## src/rtl/fpt_pkg.sv

```systemverilog
// Package: shared encodings for the fast PWM timer.
// Assumes: channel mode and wave mode codes are fixed by the register layout
// that software writes, so their values must not be renumbered.
package fpt_pkg;

    typedef enum logic [1:0] {
        OUT_OFF       = 2'b00,
        OUT_TOGGLE    = 2'b01,
        OUT_CLR_MATCH = 2'b10,
        OUT_SET_MATCH = 2'b11
    } out_mode_e;

    localparam logic [2:0] WAVE_FAST_FULL = 3'b011;
    localparam logic [2:0] WAVE_FAST_CMPA = 3'b111;

endpackage

```

## src/rtl/fpt_counter.sv

```systemverilog
// Module: fpt_counter
// Up-counter with a selectable ceiling and a sticky overflow flag.
// Assumes: top_cmp only changes on the edge where wrap is high, so the count
// never skips past the ceiling in normal use.
module fpt_counter
    import fpt_pkg::*;
#(
    parameter int W = 8
) (
    input  logic         clk,
    input  logic         rst_n,
    input  logic [2:0]   wave_mode,
    input  logic [W-1:0] top_cmp,
    input  logic         flag_clr,
    output logic [W-1:0] cnt,
    output logic         wrap,
    output logic         pwm_en,
    output logic         ovf_flag
);

    localparam logic [W-1:0] CNT_MAX = {W{1'b1}};

    logic [W-1:0] top_val;

    // Decode the wave mode into an enable and a ceiling value.
    always_comb begin
        pwm_en  = (wave_mode == WAVE_FAST_FULL) || (wave_mode == WAVE_FAST_CMPA);
        top_val = (wave_mode == WAVE_FAST_CMPA) ? top_cmp : CNT_MAX;
        wrap    = (cnt == top_val);
    end

    // Advance the count, restarting at zero after the ceiling.
    always_ff @(posedge clk) begin
        if (!rst_n)    cnt <= '0;
        else if (wrap) cnt <= '0;
        else           cnt <= cnt + 1'b1;
    end

    // Sticky overflow flag; a wrap wins over a simultaneous clear.
    always_ff @(posedge clk) begin
        if (!rst_n)        ovf_flag <= 1'b0;
        else if (wrap)     ovf_flag <= 1'b1;
        else if (flag_clr) ovf_flag <= 1'b0;
    end

    AST_CNT_RESTART: assert property (@(posedge clk) disable iff (!rst_n)
        wrap |=> (cnt == '0));
    AST_CNT_STEP: assert property (@(posedge clk) disable iff (!rst_n)
        !wrap |=> (cnt == W'($past(cnt) + 1'b1)));
    AST_OVF_ON_WRAP: assert property (@(posedge clk) disable iff (!rst_n)
        wrap |=> ovf_flag);

endmodule

```

## src/rtl/fpt_cmp_buf.sv

```systemverilog
// Module: fpt_cmp_buf
// Two-stage compare value: a holding register that takes writes and an active
// register that loads from it on each wrap.
// Assumes: a write on the wrap edge itself waits for the following wrap.
module fpt_cmp_buf #(
    parameter int W = 8
) (
    input  logic         clk,
    input  logic         rst_n,
    input  logic         wr_en,
    input  logic [W-1:0] wr_data,
    input  logic         load,
    output logic [W-1:0] active
);

    logic [W-1:0] hold_q;

    // Capture software writes into the holding register.
    always_ff @(posedge clk) begin
        if (!rst_n)     hold_q <= '0;
        else if (wr_en) hold_q <= wr_data;
    end

    // Move the held value into use at the period boundary.
    always_ff @(posedge clk) begin
        if (!rst_n)    active <= '0;
        else if (load) active <= hold_q;
    end

    AST_ACTIVE_HELD: assert property (@(posedge clk) disable iff (!rst_n)
        !load |=> $stable(active));

endmodule

```

## src/rtl/fpt_wave_out.sv

```systemverilog
// Module: fpt_wave_out
// One output channel: applies the channel mode at compare match and at the
// period boundary, and registers the result.
// Assumes: cnt and wrap come from fpt_counter on the same clock. When a match
// and a wrap occur together, the wrap action wins.
module fpt_wave_out
    import fpt_pkg::*;
#(
    parameter int W = 8
) (
    input  logic         clk,
    input  logic         rst_n,
    input  logic         pwm_en,
    input  logic [1:0]   mode,
    input  logic [W-1:0] cnt,
    input  logic [W-1:0] cmp,
    input  logic         wrap,
    output logic         wave
);

    out_mode_e mode_e;
    logic      match;

    // Name the mode bits and detect the compare match.
    always_comb begin
        mode_e = out_mode_e'(mode);
        match  = (cnt == cmp);
    end

    // Drive the channel output from its mode, the match and the wrap.
    always_ff @(posedge clk) begin
        if (!rst_n) begin
            wave <= 1'b0;
        end else if (!pwm_en) begin
            wave <= 1'b0;
        end else begin
            case (mode_e)
                OUT_TOGGLE:    if (match) wave <= ~wave;
                OUT_CLR_MATCH: if (wrap) wave <= 1'b1; else if (match) wave <= 1'b0;
                OUT_SET_MATCH: if (wrap) wave <= 1'b0; else if (match) wave <= 1'b1;
                default:       wave <= 1'b0;
            endcase
        end
    end

    AST_IDLE_LOW: assert property (@(posedge clk) disable iff (!rst_n)
        (!pwm_en || mode_e == OUT_OFF) |=> !wave);
    AST_CLR_SET_BOTTOM: assert property (@(posedge clk) disable iff (!rst_n)
        (pwm_en && mode_e == OUT_CLR_MATCH && wrap) |=> wave);
    AST_SET_CLR_BOTTOM: assert property (@(posedge clk) disable iff (!rst_n)
        (pwm_en && mode_e == OUT_SET_MATCH && wrap) |=> !wave);
    AST_TOGGLE_FLIP: assert property (@(posedge clk) disable iff (!rst_n)
        (pwm_en && mode_e == OUT_TOGGLE && match) |=> (wave != $past(wave)));

endmodule

```

## src/rtl/fpt_timer.sv

```systemverilog
// Module: fpt_timer
// Top of the fast PWM timer: one counter, and two compare channels built by a
// generate loop, each with its own holding register and output stage.
// Assumes: clk is the timer clock with no prescaling; wave_mode and the channel
// modes are quasi-static configuration.
module fpt_timer
    import fpt_pkg::*;
#(
    parameter int W = 8
) (
    input  logic         clk,
    input  logic         rst_n,
    input  logic [2:0]   wave_mode,
    input  logic [1:0]   mode_a,
    input  logic [1:0]   mode_b,
    input  logic         cmp_a_wr,
    input  logic         cmp_b_wr,
    input  logic [W-1:0] cmp_wdata,
    input  logic         ovf_clr,
    output logic [W-1:0] count,
    output logic         pwm_a,
    output logic         pwm_b,
    output logic         ovf_flag
);

    localparam int NUM_CH = 2;

    logic                        wrap;
    logic                        pwm_en;
    logic [NUM_CH-1:0]           ch_wr;
    logic [NUM_CH-1:0][1:0]      ch_mode;
    logic [NUM_CH-1:0][W-1:0]    ch_cmp;
    logic [NUM_CH-1:0]           ch_wave;

    // Gather per-channel controls into arrays; index 0 is channel A.
    always_comb begin
        ch_wr   = {cmp_b_wr, cmp_a_wr};
        ch_mode = {mode_b, mode_a};
        pwm_a   = ch_wave[0];
        pwm_b   = ch_wave[1];
    end

    fpt_counter #(.W(W)) u_counter (
        .clk       (clk),
        .rst_n     (rst_n),
        .wave_mode (wave_mode),
        .top_cmp   (ch_cmp[0]),
        .flag_clr  (ovf_clr),
        .cnt       (count),
        .wrap      (wrap),
        .pwm_en    (pwm_en),
        .ovf_flag  (ovf_flag)
    );

    for (genvar g = 0; g < NUM_CH; g++) begin : g_ch
        fpt_cmp_buf #(.W(W)) u_buf (
            .clk     (clk),
            .rst_n   (rst_n),
            .wr_en   (ch_wr[g]),
            .wr_data (cmp_wdata),
            .load    (wrap),
            .active  (ch_cmp[g])
        );

        fpt_wave_out #(.W(W)) u_wave (
            .clk    (clk),
            .rst_n  (rst_n),
            .pwm_en (pwm_en),
            .mode   (ch_mode[g]),
            .cnt    (count),
            .cmp    (ch_cmp[g]),
            .wrap   (wrap),
            .wave   (ch_wave[g])
        );
    end

    AST_RESET_CLEAN: assert property (@(posedge clk)
        !rst_n |=> (count == '0 && !pwm_a && !pwm_b && !ovf_flag));
    AST_CEIL_CMPA: assert property (@(posedge clk) disable iff (!rst_n)
        (wave_mode == WAVE_FAST_CMPA && count == ch_cmp[0]) |=> (count == '0));

endmodule

```

## config.mk

```make
export PLATFORM = sky130hd
export DESIGN_NAME = fpt_timer
export DESIGN_NICKNAME = d
export VERILOG_FILES = /design/src/rtl/fpt_pkg.sv /design/src/rtl/fpt_counter.sv /design/src/rtl/fpt_cmp_buf.sv /design/src/rtl/fpt_wave_out.sv /design/src/rtl/fpt_timer.sv
export SDC_FILE = /design/constraint.sdc
export NUM_CORES = 1
export LEC_CHECK = 0
export ABC_AREA = 1
export BUFFER_PORTS_ARGS = -buffer_cell sky130_fd_sc_hd__clkbuf_2
export CAP_MARGIN = 20
export CORE_MARGIN = 2
export CORE_UTILIZATION = 56
export CTS_BUF_LIST = sky130_fd_sc_hd__clkbuf_8 sky130_fd_sc_hd__clkbuf_16
export DETAILED_ROUTE_END_ITERATION = 8
export GPL_TIMING_DRIVEN = 0
export PLACE_DENSITY = 0.87
export SLEW_MARGIN = 10
export SYNTH_ARGS = -nofsm -noshare
export SYNTH_HDL_FRONTEND = slang
export SYNTH_SLANG_ARGS = --single-unit
```

## constraint.sdc

```tcl
create_clock -name clk -period 1.6 [get_ports clk]
set_input_delay 0.32 -clock clk [delete_from_list [all_inputs] [get_ports clk]]
set_output_delay 0.32 -clock clk [all_outputs]
set_load 0.02 [all_outputs]
```

==> results.cfg, run 1 <==
[outcome]
status = finished, final reports clean

[worst_setup_path]
reg2reg_depth = 11
crit_buf_inv = 2
end_kind = flip-flop
cp_top_family = simple AND/OR/NAND/NOR gates
critical_path_depth = 11
cp_common_cell = nand2_1
rrSetupSlack_ps = 60
crit_arrival_ps = 1720
worstPathCellList = inv_1 > nand2_1 > nand2_1 > nand2_1 > nand2_1 > nand2_2 > nor2_4 > buf_4 > nand2_2 > o21ai_0 > nor2_1
crit_type = flip-flop to flip-flop
required_ps = 1790
critPathSlowestCell = dfxtp_4
worstPathMaxFanout = 7
worst_setup_path_start_kind = flip-flop
max_stage_delay_ps = 370

[placement]
pre_cts_slack_ps = -83.45
hpwlAfterDp_um = 3211
place_congestion = 0.9017
placedInstanceArea_um2 = 2216
io_buffer_count = 30

[pwr]
switching_power_uw = 524.1
pwr-share-clk = 0.324
seq_power_share = 0.558
p_leak_uw = 0.001104
power_frac_comb = 0.119
switching_share = 0.2586
power_density_nw_per_um2 = 819.3
vdd_drop_max_mv = 0.7283
p_int_uw = 1502
total_power_uw = 2027

[timing]
slew_headroom = 0.6486
period_share = 0.9615
fin_crit_ps = 1538
worstMarginPinSlew_ps = 527.1
fmax_ghz = 0.6500
hold_viol = 0
slew_violations = 0
setup_violations = 0
worst_clock_skew_ps = 3.440
layout_setup_ws_ps = 61.62
hold_ws_ps = 260.5

[yosys]
syn_area_per_cell_um2 = 6.997
synthCells = 287
syn-num-nets = 308
synth_flop_cell = dfxtp_1
synth_warnings = 0
ys_async_sr_fraction = 0
ys_ff_latch = 43
yosysSeqAreaShare = 0.4287
synth-edff-count = 0
netlist_area_um2 = 2008
synth_cell_types = 27

[detailed_routing]
post_drt_wl_per_cell_um = 12.04
drtPass1Iterations = 4
num_vias = 1907
first_iter_violations = 129
avgViaCountPerCell = 5.018
wl_um = 4575
ant_nets = 0
drc = 0

[clock_network]
htree_num_levels = 2
numCtsBuffers = 5
clk_path_buf_depth = 2
clock_sinks = 43
path_clk_slew_ps = 80
cts_tree = done
cts_root_buf = clkbuf_8
clock_latency_ps = 290

[global_routing]
grt_overflow = 0
grt_pass1_vias = 1706
grt_first_pass_wirelength_um = 7210
grt_usage = 0.2242
grt_max_degree = 14
antenna_found_initial = 0

[run]
maxCapViolCount = 0

[final_layout]
mostFrequentLayoutCell = nor2_1
fin_nets = 355
n_antenna_cell = 0
layout-drive-gt1-share = 0.2545
area_growth_pct = 23.18
mostFrequentLayoutCells = 85 x nor2_1, 39 x nand2_1, 34 x dfxtp_1
nFillCells = 262
design_area_um2 = 2474
post-route-util = 0.7298

[die]
die_y_um = 63.89
die_area_um2 = 4081
start_util = 0.5925
coreArea_um2 = 3390
rows = 21
die_w_um = 63.89
io_pins = 31

[worst_hold_path]
worstHoldPathCells = 3
min-delay-path-class = primary input to flip-flop
## logic make-up (layout without fill, tap and decap cells)
kind of cell,Yosys count,count (layout),synth area share
xor gates and xnor gates,17,17,0.07415
DFF,43,43,0.4287
AOI/OAI and AO/OA,45,45,0.1134
buffers and inverters,35,81,0.08223
adders and majority gates,1,1,0.006230
and+or+nand+nor,146,147,0.2953
## repair_timing
action                                  in CTS  in global routing
hold buffers                                 0                  0
cloned                                       0                  2
resized for setup                            6                 35
pin swaps                                    3                  7
buffers inserted                             2                  6
endpoints found under the setup margin      20                 23
## registers in the layout, summed over array words and instances, names as in the netlist
name                count
g_ch.u_wave.wave        2
u_counter.cnt           8
g_ch.u_buf.active      16
g_ch.u_buf.hold_q      16
u_counter.ovf_flag      1
## stage by stage
| step | setup TNS [ps] | instances |
|---|---|---|
| finish | 0 | 380 |
| CTS | 0 | 372 |
| global placement | -11.54 | 363 |
| global route | -62.38 | 380 |
| floorplan | 0 | 287 |
| detailed placement | -483.5 | 363 |
## worst register-to-register path, cell delays in order, from the launching register on
cell,delay [ps]
dfxtp_4,370
inv_1,50
nand2_1,50
nand2_1,70
nand2_1,70
nand2_1,80
nand2_2,70
nor2_4,170
buf_4,140
nand2_2,70
o21ai_0,210
nor2_1,70
## power groups by stage
stage	logic, µW	registers (µW)	clock network (µW)
2_1_floorplan	133	1160	0
3_3_place_gp	206	1150	0
3_5_place_dp	215	1150	0
4_1_cts	218	1130	678
5_1_grt	272	1130	723
6_report	240	1130	656
## routing by layer
metal	up-vias	GRT usage	wire length, µm	share of wire
met2	46	0.3893	2329	0.51
met3	13	0.06514	202	0.044
met5	-	0	0	0
met4	0	0.07337	94	0.021
li1	989	-	-	-
met1	859	0.2634	1949	0.43
## area by class of cell
type / count / area (µm²) / area share
inverter: 26 / 102.6 / 0.04148
clock inverter: 2 / 13.76 / 0.005564
multi-input combinational: 210 / 1040 / 0.4203
clock buffer: 5 / 68.82 / 0.02782
sequential: 43 / 877.1 / 0.3546
buffer: 9 / 78.83 / 0.03187
tap: 46 / 57.56 / 0.02327
timing repair buffer: 39 / 235.2 / 0.09509
## synth_stat cells (2+ instances only)
master / number / area, µm²
nor2_1: 86 / 322.8
dfxtp_1: 43 / 860.8
nand2_1: 43 / 161.4
o21ai_0: 35 / 175.2
inv_1: 22 / 82.58
xnor2_1: 14 / 122.6
nand3_1: 7 / 35.03
o21ai_1: 5 / 25.02
a21oi_1: 4 / 20.02
clkbuf_1: 3 / 11.26
inv_2: 3 / 11.26
xor2_1: 3 / 26.28
buf_4: 2 / 15.01
nand4_1: 2 / 12.51
nor3_1: 2 / 10.01
or2_2: 2 / 12.51
## path summary, 6_finish.rpt
kind | start | endpoint
hold / removal | cmp_wdata[3] | g_ch[0].u_buf.hold_q[3]
setup reg to reg | u_counter.cnt[0] | g_ch[1].u_buf.active[0]
setup / recovery | u_counter.cnt[0] | g_ch[1].u_buf.active[0]
hold reg to reg | u_counter.ovf_flag | u_counter.ovf_flag
(Power assumes the default switching activity.)
==> inputs of run 2 (changes only) <==
CELL_PAD_IN_SITES_DETAIL_PLACEMENT = 0   (was not set)
CELL_PAD_IN_SITES_GLOBAL_PLACEMENT = 1   (was not set)
CORE_UTILIZATION = 40   (was 56)
==> run 2 against run 1 <==
  * Clock power rose by 18%
  * Flip-flop and latch count did not move
  * Sequential share of layout area rose by 0.47 points
  * Critical path depth fell by 1
  * Sequential power barely moved
  * Die area rose by 37%
  * Clock-buffer cell count rose by 2
  * Wire length fell by 5.0%
  * Largest cell class unchanged
  * Design area fell by 2.0%
  * Power rose by 5.0%
  * Register-to-register slack barely moved
  * Highest routed layer unchanged
  * Critical endpoint is now g_ch[0].u_buf.active[5]
==> results.cfg, run 2 (synthesis gave the netlist of run 1 again) <==
[placement]
hpwlAfterDp_um = 3240
place_congestion = 0.7662
io_buffer_count = 30
pre_cts_slack_ps = -72.56

[timing]
hold_viol = 0
period_share = 0.9612
worstMarginPinSlew_ps = 371.4
rsz0062_at_grt = yes
fmax_ghz = 0.6502
slew_violations = 0
fin_crit_ps = 1538
worst_clock_skew_ps = 2.724
setup_violations = 0
slew_headroom = 0.7524
layout_setup_ws_ps = 62.10

[final_layout]
fin_nets = 351
area_growth_pct = 20.69
post-route-util = 0.5064
reg.largest.list = g_ch.u_buf.active (16), g_ch.u_buf.hold_q (16), u_counter.cnt (8)
mostFrequentLayoutCell = nor2_1
n_antenna_cell = 0
layout-drive-gt1-share = 0.2115
mostFrequentLayoutCells = 86 x nor2_1, 41 x nand2_1, 37 x dfxtp_1

[pwr]
p_leak_uw = 0.001065
vdd_drop_max_mv = 0.5412
power_density_nw_per_um2 = 878.2

[die]
die_y_um = 74.86
start_util = 0.4196
io_pins = 31
coreArea_um2 = 4786
die_area_um2 = 5603
rows = 25
die_w_um = 74.86

[clock_network]
cts_tree = done
numCtsBuffers = 5
htree_num_levels = 2
clk_path_buf_depth = 2
cts_root_buf = clkbuf_8
holdBufCountCts = 0
clock_latency_ps = 290
path_clk_slew_ps = 80
clock_sinks = 43

[global_routing]
grt_pass1_vias = 1606
grt_overflow = 0
antenna_found_initial = 0
grt_max_degree = 14
grt_first_pass_wirelength_um = 7182
grt_usage = 0.1689

[worst_hold_path]
min-delay-path-class = primary input to flip-flop

[detailed_routing]
num_vias = 1789
first_iter_violations = 56
wl_um = 4348
drtPass1Iterations = 4
post_drt_wl_per_cell_um = 10.92
ant_nets = 0
drc = 0
avgViaCountPerCell = 4.495

[worst_setup_path]
end_kind = flip-flop
worst_setup_path_start_kind = flip-flop
worstPathMaxFanout = 10
crit_type = flip-flop to flip-flop
crit_arrival_ps = 1730
required_ps = 1800

[run]
maxCapViolCount = 0

[outcome]
status = finished, final reports clean
run 2: critical path, cell delays in order, from the launching register on:
cell	delay, ps
dfxtp_2	390
inv_2	80
nand2_1	60
o21ai_1	70
nor2_2	110
nand3_2	90
nor2_4	170
nand2_4	110
buf_6	160
o21ai_0	150
nor2_1	50
run 2: stage by stage:
| stage | instances | cell area (µm²) | power [µW] | TNS (ps) | hold WS, ps |
|---|---|---|---|---|---|
| floorplan | 287 | 2008 | 1291 | 0 | 451.5 |
| global placement | 384 | 2242 | 1365 | -603.8 | 451.7 |
| detailed placement | 384 | 2242 | 1370 | -796.6 | 463.0 |
| CTS | 393 | 2362 | 2150 | 0 | 251.4 |
| global route | 398 | 2424 | 2225 | -25.10 | 245.9 |
| finish | 398 | 2424 | 2128 | 0 | 258.2 |
run 2: layout make-up:
type | count | area (µm²)
buffer | 9 | 72.57
clock buffer | 7 | 96.34
clock inverter | 1 | 7.507
fill | 523 | 2362
inverter | 26 | 102.6
multi-input combinational | 210 | 1002
sequential | 43 | 870.8
tap | 67 | 83.83
timing repair buffer | 35 | 187.7
run 2: per-layer routing:
metal | track usage | up-vias | wire length [µm]
met2 | 0.2690 | 28 | 1992
met5 | 0 | - | 0
met1 | 0.2227 | 776 | 2135
met4 | 0.05357 | 0 | 58
met3 | 0.04685 | 6 | 162
li1 | - | 979 | -
run 2: path summary, 6_finish.rpt:
| path | from | endpoint | slack (ps) | depth (start not counted) |
|---|---|---|---|---|
| worst max-delay path | u_counter.cnt[6] | g_ch[0].u_buf.active[5] | 60 | 10 |
| worst min-delay path | cmp_wdata[6] | g_ch[0].u_buf.hold_q[6] | 260 | 3 |
| worst max register to register | u_counter.cnt[6] | g_ch[0].u_buf.active[5] | 60 | 10 |
| worst min register to register | u_counter.ovf_flag | u_counter.ovf_flag | 470 | 2 |
run 2: repair_timing:
item	4_1_cts	5_1_grt
pin swaps	1	3
setup endpoints to repair	18	24
cloned	0	1
resized for setup	5	15
buffers inserted	1	4
run 2: where the power goes:
part	internal, µW	total (µW)	switching, µW
Combinational	89.7	222	132
Sequential	1110	1130	22.9
Clock	393	776	383
==> inputs of run 3 (changes only) <==
SYNTH_HIERARCHICAL = 1   (was not set)
==> run 3 against run 2 <==
  * Clock skew rose by 4.6 ps
  * Synthesized area rose by 23%
  * Design area rose by 18%
  * Core utilization fell by 2.5 points
  * Hold slack improved by 26 ps
  * First-iteration DRC count rose by 39%
  * Final cell count rose by 29%
  * Via count rose by 21%
  * Sequential power barely moved
  * Clock power fell by 13%
  * Maximum frequency rose by 2.8%
  * Largest cell class unchanged
==> results.cfg, run 3 <==
[yosys]
synth-edff-count = 0
yosys.area.top_type = dfxtp_1
yosys-top-cells-area = dfxtp_1 35%, nand2_1 19%, nor2_1 13%, inv_1 12%, buf_8 3.7%
synthMostInstantiatedCell = nand2_1
ys_ff_latch = 43
synth_cell_types = 24
synth_warnings = 6
ys_async_sr_fraction = 0
syn_area_per_cell_um2 = 6.215
synthTopCellsByCount = 125 x nand2_1, 84 x nor2_1, 81 x inv_1
synthCells = 397
netlist_area_um2 = 2467
synth_top_cell_area_share = 0.3489
syn-num-nets = 418
yosysSeqAreaShare = 0.3489
synth_flop_cell = dfxtp_1

[timing]
rsz0062_at_grt = yes
layout_setup_ws_ps = 103.5
worstMarginPinSlew_ps = 308.5
slew_violations = 0
hold_ws_ps = 284.3
slew_headroom = 0.7927
fmax_ghz = 0.6682
period_share = 0.9353
fin_crit_ps = 1496
hold_viol = 0
setup_violations = 0
worst_clock_skew_ps = 7.295

[worst_setup_path]
max_stage_delay_ps = 360
cp_common_cell = nand2_2
rrSetupSlack_ps = 100
critPathSlowestCell = dfxtp_4
worstPathCellList = inv_1 > o21bai_1 > nand2_1 > nand2_1 > nor2_1 > nand2_2 > inv_4 > nand2_2 > inv_2 > nand2_2 > a22oi_2 > a21oi_1 > nor2_1
worst_setup_path_start_kind = flip-flop
crit_type = flip-flop to flip-flop
r2r-start = u_counter/cnt[3]
cp_top_family = simple AND/OR/NAND/NOR gates
crit_buf_inv = 3
rr_endpoint = g_ch[0].u_wave/wave
required_ps = 1840
reg2reg_depth = 13
end_kind = flip-flop
crit_arrival_ps = 1740
worstPathMaxFanout = 5

[worst_hold_path]
hold_end = g_ch[0].u_buf/hold_q[5]
hold_path_startpoint = cmp_a_wr
worstHoldPathCells = 4
min-delay-path-class = primary input to flip-flop

[die]
start_util = 0.4143
die_w_um = 82.54
die_y_um = 82.54
die_area_um2 = 6813
io_pins = 31
coreArea_um2 = 5956
rows = 28

[final_layout]
reg.largest.list = g_ch.u_buf/active (16), g_ch.u_buf/hold_q (16), u_counter/cnt (8)
multi_input_area_um2 = 1167
fin_nets = 458
layout-drive-gt1-share = 0.2055
n_antenna_cell = 0
fin_cells = 513
mostFrequentLayoutCells = 122 x nand2_1, 82 x nor2_1, 77 x inv_1
mostFrequentLayoutCell = nand2_1
regArea_um2 = 884.6
area_growth_pct = 16.28
nFillCells = 687

[global_routing]
grt_overflow = 0
grt_usage = 0.1614
antenna_found_initial = 0
grt_pass1_vias = 2018
grt_first_pass_wirelength_um = 8418
grt_max_degree = 14

[detailed_routing]
wl_um = 4797
post_drt_wl_per_cell_um = 9.351
drtPass1Iterations = 5
avgViaCountPerCell = 4.220
ant_nets = 0
num_vias = 2165
drc = 0
first_iter_violations = 78

[pwr]
total_power_uw = 2082
vdd_drop_max_mv = 0.4111
p_leak_uw = 0.001471
power_density_nw_per_um2 = 725.6

[placement]
dp.cells = 500
io_buffer_count = 28
hpwlAfterDp_um = 3689
place_congestion = 0.7880
pre_cts_slack_ps = -339.2

[clock_network]
path_clk_slew_ps = 80
holdBufCountCts = 0
htree_num_levels = 2
cts_tree = done
cts_root_buf = clkbuf_8
clk_path_buf_depth = 2
clock_latency_ps = 300
clock_sinks = 43
numCtsBuffers = 5

[outcome]
status = finished, final reports clean

[run]
maxCapViolCount = 0
## run 3: final cells by class
cell class,instances,share of cell area
clock buffer,5,0.02399
clock inverter,3,0.005669
inverter,81,0.1068
sequential,43,0.3083
multi-input combinational,260,0.4069
buffer,12,0.05102
tap,75,0.03271
timing repair buffer,34,0.06454
## run 3: stage by stage
step | utilization | instance area [µm²] | setup TNS [ps]
finish | 0.4817 | 2869 | 0
floorplan | - | 2475 | 0
global placement | 0.4548 | 2709 | -4622
CTS | 0.4721 | 2811 | 0
global route | 0.4817 | 2869 | -23.72
detailed placement | 0.4548 | 2709 | -4751
## run 3: logic make-up after synthesis
group | after synthesis | synth area share
and+or+nand+nor | 233 | 0.3818
DFF | 43 | 0.3489
buffers and inverters | 94 | 0.1886
xor gates and xnor gates | 12 | 0.04260
adders and majority gates | 1 | 0.005070
AOI/OAI and AO/OA | 14 | 0.03296
## run 3: worst max path at each step
stage | startpoint | cells after the start | end
3_3_place_gp | wave_mode[2] | 16 | g_ch[1].u_wave/wave
3_5_place_dp | wave_mode[2] | 16 | g_ch[1].u_wave/wave
5_1_grt | g_ch[0].u_buf/active[5] | 15 | g_ch[0].u_wave/wave
2_1_floorplan | u_counter/cnt[3] | 13 | g_ch[0].u_wave/wave
4_1_cts | u_counter/cnt[3] | 13 | g_ch[1].u_wave/wave
6_report | u_counter/cnt[3] | 13 | g_ch[0].u_wave/wave
## run 3: per-layer routing
| layer | GRT usage | vias up | share of wire |
|---|---|---|---|
| met4 | 0.04918 | 0 | 0.013 |
| li1 | - | 1215 | - |
| met3 | 0.04239 | 6 | 0.048 |
| met1 | 0.1902 | 904 | 0.49 |
| met2 | 0.2855 | 40 | 0.45 |
| met5 | 0 | - | 0 |
## run 3: worst reg2reg max path: stages, from the launching register on
cell      delay, ps
dfxtp_4         360
inv_1            60
o21bai_1        150
nand2_1          60
nand2_1          50
nor2_1          120
nand2_2          90
inv_4           100
nand2_2          70
inv_2            60
nand2_2          50
a22oi_2         130
a21oi_1          50
nor2_1           80
## run 3: timing repair
action | CTS | global route
endpoints found under the setup margin | 18 | 16
setup buffers | 1 | 5
cloned | 0 | 0
resized for setup | 6 | 16
pin swaps | 1 | 5
## run 3: power by group
group          internal (µW)  switching, µW
registers               1100           31.7
logic                    119            156
clock network            299            375
